--- src/rtl/pwd_pkg.sv ---
package pwd_pkg;

    localparam int DW  = 16;          // data word width
    localparam int HIW = 15;          // high address half width
    localparam int WAW = DW + HIW;    // word address width
    localparam int BAW = WAW + 1;     // byte address width

    typedef enum logic [2:0] {
        SEL_CSR   = 3'd0,
        SEL_DATA  = 3'd1,
        SEL_ALO   = 3'd2,
        SEL_AHI   = 3'd3,
        SEL_RANGE = 3'd4,
        SEL_AMOD  = 3'd5,
        SEL_PULSE = 3'd6,
        SEL_NONE  = 3'd7
    } sel_e;

    typedef enum logic {
        ST_IDLE,
        ST_XFER
    } st_e;

    typedef struct packed {
        logic       mclr;
        logic       go;
        logic       cycl;
        logic [2:0] fcn;
        logic       ie;
        logic       clr_attf;
    } csrw_t;

    typedef struct packed {
        logic go;
        logic cycl;
        logic fn2_strobe;
        logic ie_set;
        logic ie_clr;
        logic clr_dmaf;
        logic clr_attf;
        logic clr_perr;
    } pulse_t;

    typedef struct packed {
        logic       ie;
        logic [2:0] fcn;
        logic       ready;
        logic       dmaf;
        logic       attf;
        logic       perr;
        logic       berr;
        logic       terr;
        logic [2:0] stat;
    } status_t;

    typedef struct packed {
        logic fin;
        logic berr;
        logic terr;
    } dma_ev_t;

    function automatic csrw_t csr_decode(input logic [DW-1:0] w);
        csrw_t r;
        r.mclr     = w[15];
        r.go       = w[0];
        r.fcn      = w[3:1];
        r.cycl     = w[4];
        r.ie       = w[5];
        r.clr_attf = w[6];
        return r;
    endfunction

    function automatic pulse_t pulse_decode(input logic [DW-1:0] w);
        pulse_t r;
        r.go         = w[0];
        r.fn2_strobe = w[2];
        r.cycl       = w[4];
        r.ie_set     = w[5];
        r.clr_dmaf   = w[8];
        r.clr_attf   = w[9];
        r.clr_perr   = w[10];
        r.ie_clr     = w[11];
        return r;
    endfunction

    function automatic logic [DW-1:0] csr_pack(input status_t s);
        return {3'b000, s.stat, s.terr, s.berr, s.perr, s.attf,
                s.dmaf, s.ready, s.fcn, s.ie};
    endfunction

endpackage

--- src/rtl/pwd_decode.sv ---
module pwd_decode
    import pwd_pkg::*;
(
    input  logic          host_wr,
    input  logic [2:0]    host_addr,
    input  logic [DW-1:0] host_wdata,
    output logic          csr_we,
    output csrw_t         csr_cmd,
    output pulse_t        pls,
    output logic          data_we,
    output logic          alo_we,
    output logic          ahi_we,
    output logic          rng_we,
    output logic          amod_we
);
    sel_e sel;

    always_comb begin
        sel     = sel_e'(host_addr);
        csr_cmd = csr_decode(host_wdata);
        csr_we  = host_wr && (sel == SEL_CSR);
        data_we = host_wr && (sel == SEL_DATA);
        alo_we  = host_wr && (sel == SEL_ALO);
        ahi_we  = host_wr && (sel == SEL_AHI);
        rng_we  = host_wr && (sel == SEL_RANGE);
        amod_we = host_wr && (sel == SEL_AMOD);
        if (host_wr && (sel == SEL_PULSE))
            pls = pulse_decode(host_wdata);
        else
            pls = '0;
    end
endmodule

--- src/rtl/pwd_engine.sv ---
module pwd_engine
    import pwd_pkg::*;
#(
    parameter int ACK_LIMIT = 64
) (
    input  logic           clk,
    input  logic           rst,
    input  logic           clr,
    input  logic           start,
    input  logic           dir_in,
    input  logic           abort,
    input  logic           ld_alo,
    input  logic           ld_ahi,
    input  logic           ld_rng,
    input  logic [DW-1:0]  wdata,
    input  logic           mem_ack,
    input  logic           mem_err,
    output logic           busy,
    output logic [DW-1:0]  alo,
    output logic [HIW-1:0] ahi,
    output logic [DW-1:0]  rng,
    output logic           mem_req,
    output logic           mem_we,
    output logic [BAW-1:0] mem_addr,
    output logic           cap,
    output dma_ev_t        ev
);
    localparam int TCW = $clog2(ACK_LIMIT + 1);

    st_e            st;
    logic           dir;
    logic [TCW-1:0] tcnt;
    logic           last;
    logic           expire;

    assign last     = (rng == '0);
    assign expire   = (tcnt == TCW'(ACK_LIMIT - 1));
    assign busy     = (st == ST_XFER);
    assign mem_req  = busy;
    assign mem_we   = dir;
    assign mem_addr = {ahi, alo, 1'b0};

    always_comb begin
        ev  = '0;
        cap = 1'b0;
        if (st == ST_XFER) begin
            if (abort) begin
                ev.fin = 1'b1;
            end else if (mem_err) begin
                ev.fin  = 1'b1;
                ev.berr = 1'b1;
            end else if (mem_ack) begin
                ev.fin = last;
                cap    = !dir;
            end else if (expire) begin
                ev.fin  = 1'b1;
                ev.terr = 1'b1;
            end
        end
    end

    always_ff @(posedge clk) begin
        if (rst || clr) begin
            st   <= ST_IDLE;
            dir  <= 1'b0;
            tcnt <= '0;
            alo  <= '0;
            ahi  <= '0;
            rng  <= '0;
        end else begin
            case (st)
                ST_IDLE: begin
                    if (ld_alo) alo <= wdata;
                    if (ld_ahi) ahi <= wdata[HIW-1:0];
                    if (ld_rng) rng <= wdata;
                    if (start) begin
                        st   <= ST_XFER;
                        dir  <= dir_in;
                        tcnt <= '0;
                    end
                end
                ST_XFER: begin
                    if (abort || mem_err) begin
                        st <= ST_IDLE;
                    end else if (mem_ack) begin
                        {ahi, alo} <= {ahi, alo} + WAW'(1);
                        rng        <= rng - 1'b1;
                        tcnt       <= '0;
                        if (last) st <= ST_IDLE;
                    end else if (expire) begin
                        st <= ST_IDLE;
                    end else begin
                        tcnt <= tcnt + 1'b1;
                    end
                end
                default: st <= ST_IDLE;
            endcase
        end
    end
endmodule

--- src/rtl/pwdma_ctrl.sv ---
module pwdma_ctrl
    import pwd_pkg::*;
#(
    parameter int AM_W      = 8,
    parameter int ACK_LIMIT = 64
) (
    input  logic            clk,
    input  logic            rst,
    input  logic            host_wr,
    input  logic [2:0]      host_addr,
    input  logic [15:0]     host_wdata,
    output logic [15:0]     host_rdata,
    output logic            irq,
    input  logic            irq_ack,
    output logic [15:0]     port_dout,
    input  logic [15:0]     port_din,
    output logic [2:0]      fcn_out,
    input  logic [2:0]      stat_in,
    input  logic            attn_in,
    input  logic            par_err_in,
    output logic            mem_req,
    output logic            mem_we,
    output logic [31:0]     mem_addr,
    output logic [AM_W-1:0] mem_am,
    output logic [15:0]     mem_wdata,
    input  logic [15:0]     mem_rdata,
    input  logic            mem_ack,
    input  logic            mem_err
);
    localparam int NFCN = 3;

    logic          csr_we, data_we, alo_we, ahi_we, rng_we, amod_we;
    csrw_t         csr_cmd;
    pulse_t        pls;
    logic          mclr, start, dir_in, busy, cap, attn_rise;
    dma_ev_t       ev;
    logic [DW-1:0]  alo, rng;
    logic [HIW-1:0] ahi;
    logic [DW-1:0]  data_q;
    logic [AM_W-1:0] amod_q;
    logic [NFCN-1:0] fcn_q;
    logic          ie_q, dmaf_q, attf_q, perr_q, berr_q, terr_q;
    logic          strobe_q, attn_q;
    status_t       stat_w;

    pwd_decode u_decode (
        .host_wr    (host_wr),
        .host_addr  (host_addr),
        .host_wdata (host_wdata),
        .csr_we     (csr_we),
        .csr_cmd    (csr_cmd),
        .pls        (pls),
        .data_we    (data_we),
        .alo_we     (alo_we),
        .ahi_we     (ahi_we),
        .rng_we     (rng_we),
        .amod_we    (amod_we)
    );

    assign mclr      = csr_we && csr_cmd.mclr;
    assign start     = !mclr && ((csr_we && csr_cmd.go && csr_cmd.cycl) ||
                                 (pls.go && pls.cycl));
    assign dir_in    = csr_we ? csr_cmd.fcn[0] : fcn_q[0];
    assign attn_rise = attn_in && !attn_q;

    pwd_engine #(.ACK_LIMIT(ACK_LIMIT)) u_engine (
        .clk      (clk),
        .rst      (rst),
        .clr      (mclr),
        .start    (start),
        .dir_in   (dir_in),
        .abort    (attn_rise),
        .ld_alo   (alo_we),
        .ld_ahi   (ahi_we),
        .ld_rng   (rng_we),
        .wdata    (host_wdata),
        .mem_ack  (mem_ack),
        .mem_err  (mem_err),
        .busy     (busy),
        .alo      (alo),
        .ahi      (ahi),
        .rng      (rng),
        .mem_req  (mem_req),
        .mem_we   (mem_we),
        .mem_addr (mem_addr),
        .cap      (cap),
        .ev       (ev)
    );

    always_ff @(posedge clk) begin
        if (rst) attn_q <= 1'b0;
        else     attn_q <= attn_in;
    end

    always_ff @(posedge clk) begin
        if (rst || mclr) begin
            fcn_q    <= '0;
            ie_q     <= 1'b0;
            dmaf_q   <= 1'b0;
            attf_q   <= 1'b0;
            perr_q   <= 1'b0;
            berr_q   <= 1'b0;
            terr_q   <= 1'b0;
            strobe_q <= 1'b0;
            data_q   <= '0;
            amod_q   <= '0;
        end else begin
            strobe_q <= pls.fn2_strobe;
            if (csr_we) begin
                fcn_q <= csr_cmd.fcn;
                ie_q  <= csr_cmd.ie;
            end
            if (pls.ie_set) ie_q <= 1'b1;
            if (pls.ie_clr || irq_ack) ie_q <= 1'b0;

            if (pls.clr_dmaf) dmaf_q <= 1'b0;
            if (ev.fin)       dmaf_q <= 1'b1;

            if (pls.clr_attf || (csr_we && csr_cmd.clr_attf)) attf_q <= 1'b0;
            if (attn_rise) attf_q <= 1'b1;

            if (pls.clr_perr) perr_q <= 1'b0;
            if (par_err_in)   perr_q <= 1'b1;

            if (start && !busy) begin
                berr_q <= 1'b0;
                terr_q <= 1'b0;
            end
            if (ev.berr) berr_q <= 1'b1;
            if (ev.terr) terr_q <= 1'b1;

            if (data_we) data_q <= host_wdata;
            if (cap)     data_q <= mem_rdata;
            if (amod_we) amod_q <= host_wdata[AM_W-1:0];
        end
    end

    for (genvar i = 0; i < NFCN; i++) begin : g_fcn
        if (i == 1) begin : g_strobe
            assign fcn_out[i] = fcn_q[i] | strobe_q;
        end else begin : g_plain
            assign fcn_out[i] = fcn_q[i];
        end
    end

    assign irq       = ie_q && (dmaf_q || attf_q);
    assign port_dout = data_q;
    assign mem_wdata = port_din;
    assign mem_am    = amod_q;

    always_comb begin
        stat_w.ie    = ie_q;
        stat_w.fcn   = fcn_q;
        stat_w.ready = !busy;
        stat_w.dmaf  = dmaf_q;
        stat_w.attf  = attf_q;
        stat_w.perr  = perr_q;
        stat_w.berr  = berr_q;
        stat_w.terr  = terr_q;
        stat_w.stat  = stat_in;
        case (sel_e'(host_addr))
            SEL_CSR:   host_rdata = csr_pack(stat_w);
            SEL_DATA:  host_rdata = data_q;
            SEL_ALO:   host_rdata = alo;
            SEL_AHI:   host_rdata = {1'b0, ahi};
            SEL_RANGE: host_rdata = rng;
            SEL_AMOD:  host_rdata = DW'(amod_q);
            default:   host_rdata = '0;
        endcase
    end
endmodule

--- config.mk ---
export PLATFORM = sky130hd
export DESIGN_NAME = pwdma_ctrl
export DESIGN_NICKNAME = d
export VERILOG_FILES = /design/src/rtl/pwd_pkg.sv /design/src/rtl/pwd_decode.sv /design/src/rtl/pwd_engine.sv /design/src/rtl/pwdma_ctrl.sv
export SDC_FILE = /design/constraint.sdc
export NUM_CORES = 1
export LEC_CHECK = 0
export BUFFER_PORTS_ARGS = -buffer_cell sky130_fd_sc_hd__buf_2
export CAP_MARGIN = 20
export CELL_PAD_IN_SITES_DETAIL_PLACEMENT = 2
export CELL_PAD_IN_SITES_GLOBAL_PLACEMENT = 2
export CORE_MARGIN = 5
export CORE_UTILIZATION = 31
export CTS_CLUSTER_DIAMETER = 150
export DETAILED_ROUTE_END_ITERATION = 6
export PLACE_DENSITY_LB_ADDON = 0.1
export SYNTH_ARGS = -nofsm -noshare
export SYNTH_HDL_FRONTEND = slang
export SYNTH_HIERARCHICAL = 1
export SYNTH_SLANG_ARGS = --single-unit
--- constraint.sdc ---
create_clock -name clk -period 2.6 [get_ports clk]
set_clock_uncertainty 0.05 [all_clocks]
set_input_delay 0.13 -clock clk [delete_from_list [all_inputs] [get_ports clk]]
set_output_delay 0.13 -clock clk [all_outputs]
set_load 0.005 [all_outputs]
After elaboration in Yosys (flattened, before gate mapping)
Cells that the tools add are included.
{"block": "op_classes", "add_sub_neg": 3, "mul": 0, "n_div": 0, "n_lt_le_gt_ge": 0, "n_eq_ne": 14, "shifts": 0, "muxes": 52, "n_bitwise": 3, "reduce_logical": 42}
{"operator": "2-to-1 mux 16 bit", "n": 8}
{"operator": "one-hot mux 16 bit (6 select lines)", "n": 1}
{"operator": "one-hot mux 16 bit (2 select lines)", "n": 2}
{"operator": "2-to-1 mux 15 bit", "n": 3}
{"operator": "adder 31 x 1 -> 31 bit (second input constant)", "n": 1}
{"operator": "one-hot mux 15 bit (2 select lines)", "n": 1}
{"operator": "2-to-1 mux 1 bit", "n": 28}
{"operator": "2-to-1 mux 7 bit", "n": 4}
{"operator": "logical AND 1 bit", "n": 16}
{"operator": "logical NOT 16 bit", "n": 1}
{"operator": "subtractor 16 x 1 -> 16 bit (second input constant)", "n": 1}
{"operator": "one-hot mux 7 bit (2 select lines)", "n": 1}
{"operator": "nonzero test 2 bit", "n": 7}
{"operator": "inequality test 2 bit (second input constant)", "n": 6}
{"operator": "AND reduction 3 bit", "n": 4}
{"operator": "== test 3 bit (second input constant)", "n": 3}
{"operator": "2-to-1 mux 8 bit", "n": 1}
{"operator": "adder 7 x 1 -> 7 bit (second input constant)", "n": 1}
{"operator": "== test 7 x 6 -> 1 bit (second input constant)", "n": 1}
{"operator": "== test 3 x 2 -> 1 bit (second input constant)", "n": 2}
{"operator": "logical OR 1 bit", "n": 6}
{"operator": "logical NOT 1 bit", "n": 4}
{"operator": "OR reduction 2 bit", "n": 2}
{"operator": "== test 3 x 1 -> 1 bit (second input constant)", "n": 1}
{"operator": "other kinds (8)", "n": 9}
{"block": "word_totals", "ff_bits": 91, "latch_bits": 0, "ram_bits": 0, "romBits": 0, "out_inout_bits": 94, "word_cells": 131, "n_memories": 0}

Depth between registers and ports, before layout
{"block": "depth", "word_depth": 9, "mapped_depth": 10}

Cells and area by module
Netlist, hierarchy kept.
{"mod": "pwd_engine", "n_inst": 1, "cells_per_inst": 492, "area_each_um2": 3691.0, "seq_area_each_um2": 1121.1}
{"mod": "pwdma_ctrl", "n_inst": 1, "cells_per_inst": 258, "area_each_um2": 2406.1, "seq_area_each_um2": 700.7}
{"mod": "pwd_decode", "n_inst": 1, "cells_per_inst": 27, "area_each_um2": 183.9, "seq_area_each_um2": 0.0}

Least setup slack after synthesis
Ideal clock, no wire load.
{"block": "synth_timing", "path_type": "reg-to-reg", "start": "reg u_engine.alo[0]", "end": "reg u_engine.ahi[10]", "setup_time_ns": 0.122, "arrival_time_ns": 1.834, "required_ns": 2.428, "path_slack_ns": 0.594, "stages_incl_launch_ff": 7, "n_path_buf": 0, "synth_period_minus_slack_ns": 2.006, "cell_sequence": "dfxtp_1 ha_1 nand3_1 or4_4 nor4_2 and3_1 nor3_2"}
{"block": "synth_via", "elab_chain_len": 4}
{"element": "start, declared", "line": "pwd_engine.sv:19", "text": "output logic [DW-1:0] alo,"}
{"element": "start signal, assigned", "line": "pwd_engine.sv:73", "text": "if (ld_alo) alo <= wdata;"}
{"element": "start signal, assigned", "line": "pwd_engine.sv:86", "text": "{ahi, alo} <= {ahi, alo} + WAW'(1);"}
{"element": "adder 31 x 1 -> 31 bit", "line": "pwd_engine.sv:86"}
{"element": "2-to-1 mux 15 bit", "line": "pwd_engine.sv:85", "text": "end else if (mem_ack) begin"}
{"element": "2-to-1 mux 15 bit", "line": "pwd_engine.sv:83", "text": "if (abort || mem_err) begin"}
{"element": "one-hot mux 15 bit (2 select lines)", "line": "pwd_engine.sv:71", "text": "case (st)"}
{"element": "end signal, assigned", "line": "pwd_engine.sv:74", "text": "if (ld_ahi) ahi <= wdata[HIW-1:0];"}
{"element": "end signal, assigned", "line": "pwd_engine.sv:86"}
{"element": "end, declared", "line": "pwd_engine.sv:20", "text": "output logic [HIW-1:0] ahi,"}
No other way between the ends. The select of a mux whose other input is x is not followed.
A chain may end at the register's enable or synchronous reset.

Worst setup path after layout
{"block": "layout_timing", "start": "in attn_in", "end": "reg u_engine.alo[7]"}
{"block": "layout_via", "elab_chain_len": 4}
{"element": "start, declared", "line": "pwdma_ctrl.sv:19", "text": "input logic attn_in,"}
{"element": "logical AND 1 bit", "line": "pwdma_ctrl.sv:64", "text": "assign attn_rise = attn_in && !attn_q;"}
{"element": "named net attn_rise", "line": "pwdma_ctrl.sv:35", "text": "logic mclr, start, dir_in, busy, cap, attn_rise;"}
{"element": "logical OR 1 bit", "line": "pwd_engine.sv:83"}
{"element": "inequality test 2 bit (no source line)"}
{"element": "AND reduction 3 bit (no source line)"}
The timed path passes the listed nets, and every way through them passes these cells.

==> results.md <==
- Yosys attributes the largest share of cell area to dfxtp_1 29%, mux2i_1 9.7%, buf_4 7.3%, nor2_1 4.1%, a21oi_1 3.9%.
- The start-to-end type of the worst setup path is in -> reg.
- The total core area is about 20,000 um^2.
- The leakage power is between 2 and 3 nW.
- The clock period minus worst slack is between 2 and 2.5 ns.
- The via count of the first global-routing pass came to between 6,000 and 7,000.
- The initial antenna violation count came to 2.
- The pin count of the biggest net entering global routing is 43.
- For the worst setup path, the data arrival time is approximately 2.5 ns.
- The iteration count of the initial detailed-routing pass is 4.
- The total of buffers placed on input and output ports is between 100 and 150.
- The number of nets in the synthesized netlist is roughly 840.
- The boundary pin count is around 160.
- The flow ran to the end, and the final reports show no timing, DRC or antenna violations.
- The site row count is 52.
- Measured along the y axis, the die boundary spans between 150 and 200 um.
- Summed over all layers, the routed wires come to between 20 and 30 mm.
- The first-pass GRT wire length is roughly 43 mm.
- After clock tree synthesis, the clock-pin slew on the worst setup and hold paths is ~0.07 ns.
- The worst hold-check slack is roughly 0.015 ns.
- The most common cell in the synthesized netlist is dfxtp_1.
- In the routed design, unresolved DRC markers number 0.
- The cell count after placement is roughly 1,100.
- Relative to the synthesized area, the layout overhead comes to 16.6%.
- The final clock period utilization by the worst path is 0.887.
- Once placement finished, the instance area stood at 6840 um^2.
- The global-route layer with the greatest usage is met2.
- STA classifies the critical path endpoint as a register.
- Summed over all layers, the global routing overflow is 0.
- The latest clock arrival within the worst-skew pair is 0.35 ns.
- The clock buffer count from CTS is 9.
- Headroom to the max-slew limit came out at 0.387.
- A synthesized cell averages slightly above 8 um^2.
- In this run the remaining antenna-violating nets after routing total 0.
- The number of instances in the synthesized netlist is ~780.
- STA puts the critical path data required time at roughly 2.8 ns.
- The count of max-cap constraint violations is 0.
- The most instantiated flip-flop cell in the synthesis netlist is dfxtp_1.
- The met3 track utilization from global routing is 0.0341.
- For this run, global-route usage on met1 was measured as 0.321.
- The first routing iteration left just under 300 violations.
- The worst register-to-register path has a depth of 5.
- The setup total negative slack is 0 ns.
- In the synthesized netlist the async set-or-reset flop fraction comes to 0.
- During synthesis, Yosys emitted a total of 6 warnings.
- The share of the Yosys chip area taken by registers is 0.290.
- The clock net in this run drives a total of approximately 90 sinks.
- In the global route stage, overall resource usage came out at 0.236.
- Counting flops and latches in the post-synthesis netlist gives about 90.
- Of the post-synthesis cell area, the dominant cell type holds 0.290.
- The mapped netlist covers 6280 um^2.
- In this run the power density over the cells is around 460 nW/um^2.
- The cell depth of the worst hold path is 3.
- The maximum operating frequency is 0.434 GHz.
- VDD sags by at most 0.000239 V.
- After detailed routing, the number of vias per cell comes to roughly 5.6.
- The global placer's final weighted congestion is slightly below 0.9.
- At the end of the flow, the number of nets in the layout was 925.
- At the pin with the least slew margin, the transition time is slightly above 0.9 ns.
- The largest area contributor in the netlist is dfxtp_1.
- The longest clock path from root to sink contains 2 buffers.
- The maximum fanout along the worst path is 10.
- The detail-routed net length per standard cell is ~25 um.
- The number of slew-limit violations in the final report was 0.
- The worst setup path is launched from an input pin.
- The fraction of met2 tracks used by global routing is 0.389.
- For this configuration, the core starts out at a cell density of 0.312.
- Setup repair after global routing left no endpoint under its margin.
- The number of gates given a new drive strength after cts is 0.
- Detailed placement ended at an HPWL of ~21 mm.
- The die area is 23,200 um^2.
- The final setup violation count is 0.
- The total via count in the routed design is roughly 6,300.
- The number of antenna diodes in the final layout is 0.
- Counting distinct cell types in the post-synthesis netlist gives ~80.
- The root buffer cell chosen for the clock tree is clkbuf_16.
- CTS built an H-tree with a depth of 3.
- The cell area after layout is between 7000 and 8000 um^2.
- The tightest min-delay check is of the in -> reg type.
- In the final layout, the share of cells above drive strength 1 is 0.273.
- The final standard cell count with taps included and fillers excluded is 1,133.
- The width of the die is between 150 and 200 um.
- The count of flip-flops with a built-in enable after synthesis is 0.
- The clock tree from TritonCTS is done.
- The count of final hold-check violations is 0.
- In the synthesized netlist, the cells that appear most often are 91 x dfxtp_1, 68 x nor2_1, 62 x nand2_1.
-- stage by stage --
step                      utilization  setup slack (ns)  total power, W
final                           0.364             0.295         0.00336
after global routing            0.364             0.195         0.00349
after CTS                       0.364             0.241         0.00341
after detailed placement        0.340             0.280         0.00196
after global placement          0.340             0.376         0.00195
after floorplan                     -             0.594         0.00179
-- cells in the final DEF, fill, tap and decap left out, drive strengths merged, types with 14 or more instances in the layout --
cell type    instances
buf                161
dfxtp               91
nor2                80
nand2               62
mux2i               61
a21oi               49
o21ai               36
nand3               31
nor3                22
mux2                19
dlygate4sd3         18
nor4                15
nor2b               14
o22ai               14
-- report_power, final --
group / leakage, nW / total [W] / switching [W] / internal, W
Combinational: 2.03 / 0.000482 / 0.000291 / 0.000191
Sequential: 0.738 / 0.00147 / 0.0000457 / 0.00143
Clock: 0.151 / 0.00141 / 0.000591 / 0.000814
Total: 2.92 / 0.00336 / 0.000928 / 0.00243
-- final cells by class --
cell class | instances | area (um^2)
Clock inverter | 2 | 35.0
Sequential cell | 91 | 1820
Multi-Input combinational cell | 567 | 3720
Timing Repair Buffer | 179 | 1100
Inverter | 12 | 45.0
Clock buffer | 12 | 267
Fill cell | 2325 | 12800
Tap cell | 270 | 338
-- cell families after synthesis --
group	after synthesis	share of synthesized area
DFF	91	0.290
xor gates and xnor gates	6	0.00837
muxes	80	0.131
buffers and inverters	119	0.118
AOI/OAI and AO/OA	176	0.181
other	1	0.000597
and+or+nand+nor	301	0.265
adders and majority gates	3	0.00598
-- registers in the layout, summed over array words and instances, names as in the netlist --
| register | flops |
|---|---|
| port_dout | 16 |
| u_engine/alo | 16 |
| u_engine/rng | 16 |
| u_engine/ahi | 15 |
| mem_am | 8 |
| u_engine/tcnt | 7 |
| fcn_q | 3 |
| attf_q | 1 |
| attn_q | 1 |
| berr_q | 1 |
| dmaf_q | 1 |
| ie_q | 1 |
| perr_q | 1 |
| strobe_q | 1 |
| terr_q | 1 |
| u_engine/busy | 1 |
| u_engine/mem_we | 1 |
-- worst max-delay path, cell delays in order --
cell and delay (ns):
dlygate4sd3_1 0.52, buf_2 0.11, nor2b_1 0.24, nor4bb_1 0.11, buf_4 0.20, nor2_1 0.72
nor2_1 0.18, a32o_1 0.28
-- repair_timing --
item                                   4_1_cts  5_1_grt
setup buffers                                0        0
endpoints found under the hold margin       17        0
hold buffers                                18        0
-- per-layer routing --
| metal | vias to the layer above | part of all wire |
|---|---|---|
| met3 | 38 | 0.048 |
| li1 | 2924 | - |
| met5 | - | 0 |
| met1 | 3212 | 0.46 |
| met2 | 162 | 0.47 |
| met4 | 0 | 0.021 |
-- worst paths after layout --
kind,start,endpoint,slack [ns]
max,attn_in,u_engine/alo[7],0.29
min,mem_rdata[4],port_dout[4],0.02
max reg2reg,u_engine/busy,u_engine/alo[7],0.30
min reg2reg,u_engine/tcnt[6],u_engine/tcnt[6],0.41
Note: power is estimated with default switching activity, not from simulation.
